==> config.mk <==
export PLATFORM = sky130hd
export DESIGN_NAME = lutf_cell
export DESIGN_NICKNAME = d
export VERILOG_FILES = /design/src/rtl/lutf_pkg.sv /design/src/rtl/lutf_fault_map.sv /design/src/rtl/lutf_select.sv /design/src/rtl/lutf_cell.sv
export SDC_FILE = /design/constraint.sdc
export NUM_CORES = 1
export LEC_CHECK = 0
export CORE_AREA = 2 2 75 77
export CTS_CLUSTER_SIZE = 20
export DETAILED_ROUTE_END_ITERATION = 10
export DIE_AREA = 0 0 77 79
export PLACE_DENSITY = 0.75
export SLEW_MARGIN = 0
export SYNTH_ARGS = -nofsm -noshare
export SYNTH_HDL_FRONTEND = slang
export SYNTH_HIERARCHICAL = 1
export SYNTH_SLANG_ARGS = --single-unit
==> constraint.sdc <==
create_clock -name clk -period 2.75 [get_ports clk]
set_input_delay 0.275 -clock clk [delete_from_list [all_inputs] [get_ports clk]]
set_output_delay 0.275 -clock clk [all_outputs]
set_load 0.1 [all_outputs]
==> src/rtl/lutf_pkg.sv <==
package lutf_pkg;
  typedef enum logic [1:0] {
    FM_NONE      = 2'd0,
    FM_FLIP      = 2'd1,
    FM_IN_STUCK  = 2'd2,
    FM_OUT_STUCK = 2'd3
  } fmode_e;
endpackage

==> src/rtl/lutf_fault_map.sv <==
// Builds the effective table contents for the selected fault.
module lutf_fault_map #(
  parameter int K = 4,
  localparam int N = 1 << K
) (
  input  logic [N-1:0]         init_word,
  input  lutf_pkg::fmode_e     mode,
  input  logic [K-1:0]         idx,
  input  logic                 sval,
  output logic [N-1:0]         eff
);
  logic idx_in_range;
  logic [K-1:0] idx_mask;

  assign idx_in_range = (32'(idx) < K);
  assign idx_mask     = K'(1) << idx;

  for (genvar a = 0; a < N; a++) begin : g_addr
    localparam logic [K-1:0] ADDR = K'(a);
    logic [K-1:0] addr_hi;
    logic [K-1:0] addr_lo;
    assign addr_hi = ADDR | idx_mask;
    assign addr_lo = ADDR & ~idx_mask;

    always_comb begin
      unique case (mode)
        lutf_pkg::FM_NONE:      eff[a] = init_word[a];
        lutf_pkg::FM_FLIP:      eff[a] = init_word[a] ^ (idx == ADDR);
        lutf_pkg::FM_IN_STUCK:  eff[a] = idx_in_range ? init_word[sval ? addr_hi : addr_lo]
                                                      : init_word[a];
        lutf_pkg::FM_OUT_STUCK: eff[a] = sval;
        default:                eff[a] = init_word[a];
      endcase
    end
  end
endmodule

==> src/rtl/lutf_select.sv <==
// Picks the table bit addressed by the input vector.
module lutf_select #(
  parameter int K = 4,
  localparam int N = 1 << K
) (
  input  logic [N-1:0] table_bits,
  input  logic [K-1:0] addr,
  output logic         bit_out
);
  assign bit_out = table_bits[addr];
endmodule

==> src/rtl/lutf_cell.sv <==
module lutf_cell #(
  parameter int K = 4,
  localparam int N = 1 << K
) (
  input  logic         clk,
  input  logic         rst,
  input  logic [K-1:0] lut_in,
  input  logic [N-1:0] init_word,
  input  logic [1:0]   fault_mode,
  input  logic [K-1:0] fault_idx,
  input  logic         stuck_val,
  output logic         lut_out,
  output logic [N-1:0] eff_word
);
  lutf_pkg::fmode_e mode_e;
  logic [N-1:0]     eff_comb;
  logic             out_comb;

  assign mode_e = lutf_pkg::fmode_e'(fault_mode);

  lutf_fault_map #(.K(K)) u_map (
    .init_word (init_word),
    .mode      (mode_e),
    .idx       (fault_idx),
    .sval      (stuck_val),
    .eff       (eff_comb)
  );

  lutf_select #(.K(K)) u_sel (
    .table_bits (eff_comb),
    .addr       (lut_in),
    .bit_out    (out_comb)
  );

  always_ff @(posedge clk) begin
    if (rst) begin
      lut_out  <= 1'b0;
      eff_word <= '0;
    end else begin
      lut_out  <= out_comb;
      eff_word <= eff_comb;
    end
  end
endmodule

# Yosys cells after proc, flatten, opt, wreduce, memory -nomap -nowiden
# Cells that the tools add are included.
# classes
bitwise_logic	17
shifts	1
muxes	82
eq_ne	18
reduce_logical	2
n_lt_le_gt_ge	18
# op_table
operator	count
$lt 4x5->1 const B	17
$bmux 1 s4	17
$mux 4	16
$pmux 1 s4	16
$mux 1	33
$eq 4x4->1 const B	8
$eq 4x3->1 const B	4
$xor 1x1->1	16
$eq 4x2->1 const B	2
$eq 2x2->1 const B	2
$eq 4x1->1 const B	1
$logic_not 4->1	1
$lt 4x3->1 const B	1
$not 4->4	1
$shl 1x4->4 const A	1
$eq 2x1->1 const B	1
$logic_not 2->1	1
# word_totals
inputBits	29
out_inout_bits	17
reg_bits	17

# Depth between registers and ports, before layout
# depth
ltp_word	9
depth_mapped	12

# Hierarchy
# Netlist, hierarchy kept.
# by_module_without_submodules
module	area_per_inst_um2	seq_area_each_um2	cells_per_inst	n_inst
lutf_fault_map	1820.5	0.0	310	1
lutf_cell	475.5	340.3	35	1
lutf_select	135.1	0.0	7	1

# Worst setup path after synthesis
# No wires, ideal clock.
# synth_path
path_kind	input -> register
startpoint	in fault_idx[2]
endpoint	reg lut_out
setup_slack_ns	0.107
stages	11
arrival_time_ns	2.527
path_buffers	2
cell_sequence	buf_2 or3b_4 or2_0 buf_2 or3_1 a21oi_1 o21ai_1 mux4_1 mux2i_1 mux2i_1 and2b_2
# synth_via
elab_chain_cells	9
word_cells_on_any_way	117
# synth_lines
item	line_no	source
start, declared	lutf_cell.sv:10	input logic [K-1:0] fault_idx,
$shl 1x4->4	lutf_fault_map.sv:16	assign idx_mask = K'(1) << idx;
$not 4->4	n/a	
$mux 4	lutf_fault_map.sv:29	lutf_pkg::FM_IN_STUCK: eff[a] = idx_in_range ? init_word[sval ? addr_hi : addr_lo]
$bmux 1 s4	lutf_fault_map.sv:29	
$mux 1 (2 in a row)	lutf_fault_map.sv:29	
$pmux 1 s4 *	lutf_fault_map.sv:26	unique case (mode)
named net eff_comb[8]	lutf_cell.sv:16	logic [N-1:0] eff_comb;
$bmux 1 s4 *	lutf_select.sv:10	assign bit_out = table_bits[addr];
$mux 1 (not written as such) *	lutf_select.sv:10	
named net out_comb	lutf_cell.sv:17	logic out_comb;
end signal, assigned	lutf_cell.sv:40	lut_out <= out_comb;
end, declared	lutf_cell.sv:12	output logic lut_out,
# The timed path passes the listed nets; every way through them passes the cells marked *. The select of a mux whose other input is x is not followed.
# A chain may end at the register's enable or synchronous reset.

# Final worst setup path
# layout_path
startpoint	in init_word[5]
endpoint	reg lut_out
# layout_via
elab_chain_cells	6
word_cells_on_any_way	67
# layout_lines
item	line_no	source
start, declared	lutf_cell.sv:8	input logic [N-1:0] init_word,
$bmux 1 s4	lutf_fault_map.sv:29	
$mux 1 (2 in a row)	lutf_fault_map.sv:29	
$pmux 1 s4	lutf_fault_map.sv:26	
named net eff_comb[4]	lutf_cell.sv:16	
$bmux 1 s4	lutf_select.sv:10	
$mux 1 (not written as such)	lutf_select.sv:10	
named net out_comb	lutf_cell.sv:17	
# The timed path passes the listed nets, and every way through them passes these cells. The select of a mux whose other input is x is not followed.

==> results.yml <==
floorplanning:
  die_w_um: 77
  die_y_um: 79
  core-area_um2: 5340
  start_util_pct: 45.5
  rows: 27
  die_area_um2: 6080
  io_pins: 46
clocking:
  clockBufferDepth: 2
  cts_max_level: 1
  clock_sinks: 17
  cts_inserted_buffers: 3
  cts_tree: "yes"
  cts_hold_buf: 0
  clkSlewWorstSetupHoldPaths_ns: 0.06
  cts_root_buf: "clkbuf_8"
synthesis:
  ys_seq_area_share_pct: 14.0
  syn_area_per_cell_um2: 6.91
  syn_area_um2: 2430
  ys_warn_count: 6
  yosys.area.top_type_share_pct: 14.0
  yosys-top-cells-area: "dfxtp_1, o21ai_0, a21oi_1"
  postSynth.asyncResetShare_pct: 0
  synth_top_area_cell: "dfxtp_1"
  yosysUniqueCellTypes: 59
  synthesis.nets: 381
  syn-instance-count: 352
  synth_edf_count: 0
  synth_ff_type: "dfxtp_1"
  synth-seq-cells: 17
global_routing:
  antenna_found_initial: 0
  grt_max_degree: 19
  grt_overflow: 0
  grt_pass1_wl_um: 17000
  grt_pass1_vias: 3258
  grtUsageTotal_pct: 36.3
critical_path:
  endpoint_kind: "flip-flop"
  crit_family: "compound AO/OA/AOI/OAI gates"
  crit_type: "in2reg"
  worstPathMaxFanout: 4
  cpMaxStageDelayCell: "clkdlybuf4s50_1"
  cp_cell_sequence: "clkdlybuf4s50_1 > inv_1 > o21a_1 > a222oi_1 > nor3_1 > o31ai_1 > mux4_2 > mux2i_1 > mux2i_1 > and2b_2"
  required_ns: 2.94
  critPathLaunchType: "primary input"
  slowest_delay_ns: 0.59
  critPathBufInv: 2
  arrival_ns: 2.85
  crit_top_cell: "mux2i_1"
layout:
  drive_gt1_share_pct: 32.5
  insertedDiodeCount: 0
  layout-area-overhead-vs-synth_pct: 49.4
  nets: 495
  final_core_util_pct: 68.0
  final_cell_mix: "buf_4, o21ai_0, a21oi_1"
  regArea_um2: 340
  multi_input_area_um2: 1920
  fill_cells: 497
  layout_commonest_cell: "buf_4"
timing:
  setup_viol: 0
  tightest_slew_ns: 0.539
  slew_headroom_pct: 64.0
  min_period_ns: 2.66
  hold_viol: 0
  grt_setup_unrepaired: "no"
  fin_crit_sh_pct: 96.7
  max_freq_mhz: 376
  maxSlewViolCount: 0
  holdWs_ns: 0.764
power_and_ir_drop:
  pwr_density_cell_nw_per_um2: 317
  irDropWorstVdd_uv: 290
  p_leak_nw: 1.50
outcome:
  status: "finished, final reports clean"
detailed_routing:
  viasPerCell: 6.42
  drt-initial-drc-count: 323
  drc: 0
  drtAntennaViolNets: 0
  wl_per_cell_um: 20.5
  firstDrtPassIters: 5
  vias: 3449
  wl_um: 11000
hold_path:
  min_from: "lut_in[2]"
  hp-class: "in2reg"
  min_path_cells: 3
  hold_end: "lut_out$_SDFF_PP0_"
placement:
  gp_congestion: 1.04
  numPortBuffers: 45
  post-dp-hpwl_um: 8780
flow_run:
  max-cap-violations: 0
==> power breakdown <==
part | switching, mW | leakage, nW | internal [mW]
clock network | 0.0734 | 0.0228 | 0.102
registers | 0.00521 | 0.141 | 0.267
logic | 0.427 | 1.33 | 0.275
==> metrics by stage <==
step / worst slack [ns] / cell area, um2 / std cells / setup TNS (ns) / total power [mW]
6_report: 0.0911 / 3630 / 537 / 0 / 1.15
5_1_grt: 0.00144 / 3630 / 537 / 0 / 1.20
4_1_cts: 0.00704 / 3600 / 536 / 0 / 1.13
3_5_place_dp: -0.445 / 3540 / 531 / -0.445 / 0.959
3_3_place_gp: -0.450 / 3540 / 531 / -0.450 / 0.959
2_1_floorplan: 0.107 / 2430 / 352 / 0 / 0.683
==> cell families after synthesis <==
family,count (synthesis),share of synthesized area [%]
buffers and inverters,49,8.70
and+or+nand+nor,130,29.3
DFF,17,14.0
AOI/OAI and AO/OA,138,38.1
muxes,11,7.31
xor gates and xnor gates,7,2.52
==> worst max-delay path by stage <==
stage / from / to / slack, ns / cells after the start
3_5_place_dp: stuck_val / lut_out$_SDFF_PP0_ / -0.45 / 10
6_report: init_word[5] / lut_out$_SDFF_PP0_ / 0.09 / 10
3_3_place_gp: fault_idx[3] / lut_out$_SDFF_PP0_ / -0.45 / 10
5_1_grt: fault_idx[1] / lut_out$_SDFF_PP0_ / 0.001 / 12
4_1_cts: fault_idx[0] / lut_out$_SDFF_PP0_ / 0.007 / 11
2_1_floorplan: fault_idx[2] / lut_out$_SDFF_PP0_ / 0.11 / 11
==> state kept, by name, summed over array words and instances (netlist names) <==
signal / count
eff_word: 16
lut_out: 1
==> routing by layer <==
metal  GRT usage (%)  vias up  wire length [um]
met4            18.8        0               701
li1                -     1569                 -
met5               0        -                 0
met3            4.09       69              1090
met2            62.4      255              4990
met1            44.9     1556              4220
==> timing repair <==
item                       4_1_cts  5_1_grt
pin swaps                        0        4
gates resized for setup          9       18
setup buffers                    1        0
setup endpoints to repair        1        1
cloned                           0        1
==> final cells by class <==
type / instances / area share, %
clock buffers: 4 / 1.24
inverters: 10 / 1.03
multi-input cells: 286 / 52.8
flip-flops and latches: 17 / 9.37
well taps: 72 / 2.48
repair buffers: 148 / 33.1
==> synth_stat cells (8+ instances only) <==
cell,number
o21ai_0,34
a21oi_1,25
clkbuf_1,25
nor2_1,24
nand2_1,23
nor2b_1,20
dfxtp_1,17
buf_2,10
inv_1,10
nor3_1,10
nand2b_1,9
o211ai_1,8
Power figures use the tool's default switching activity.
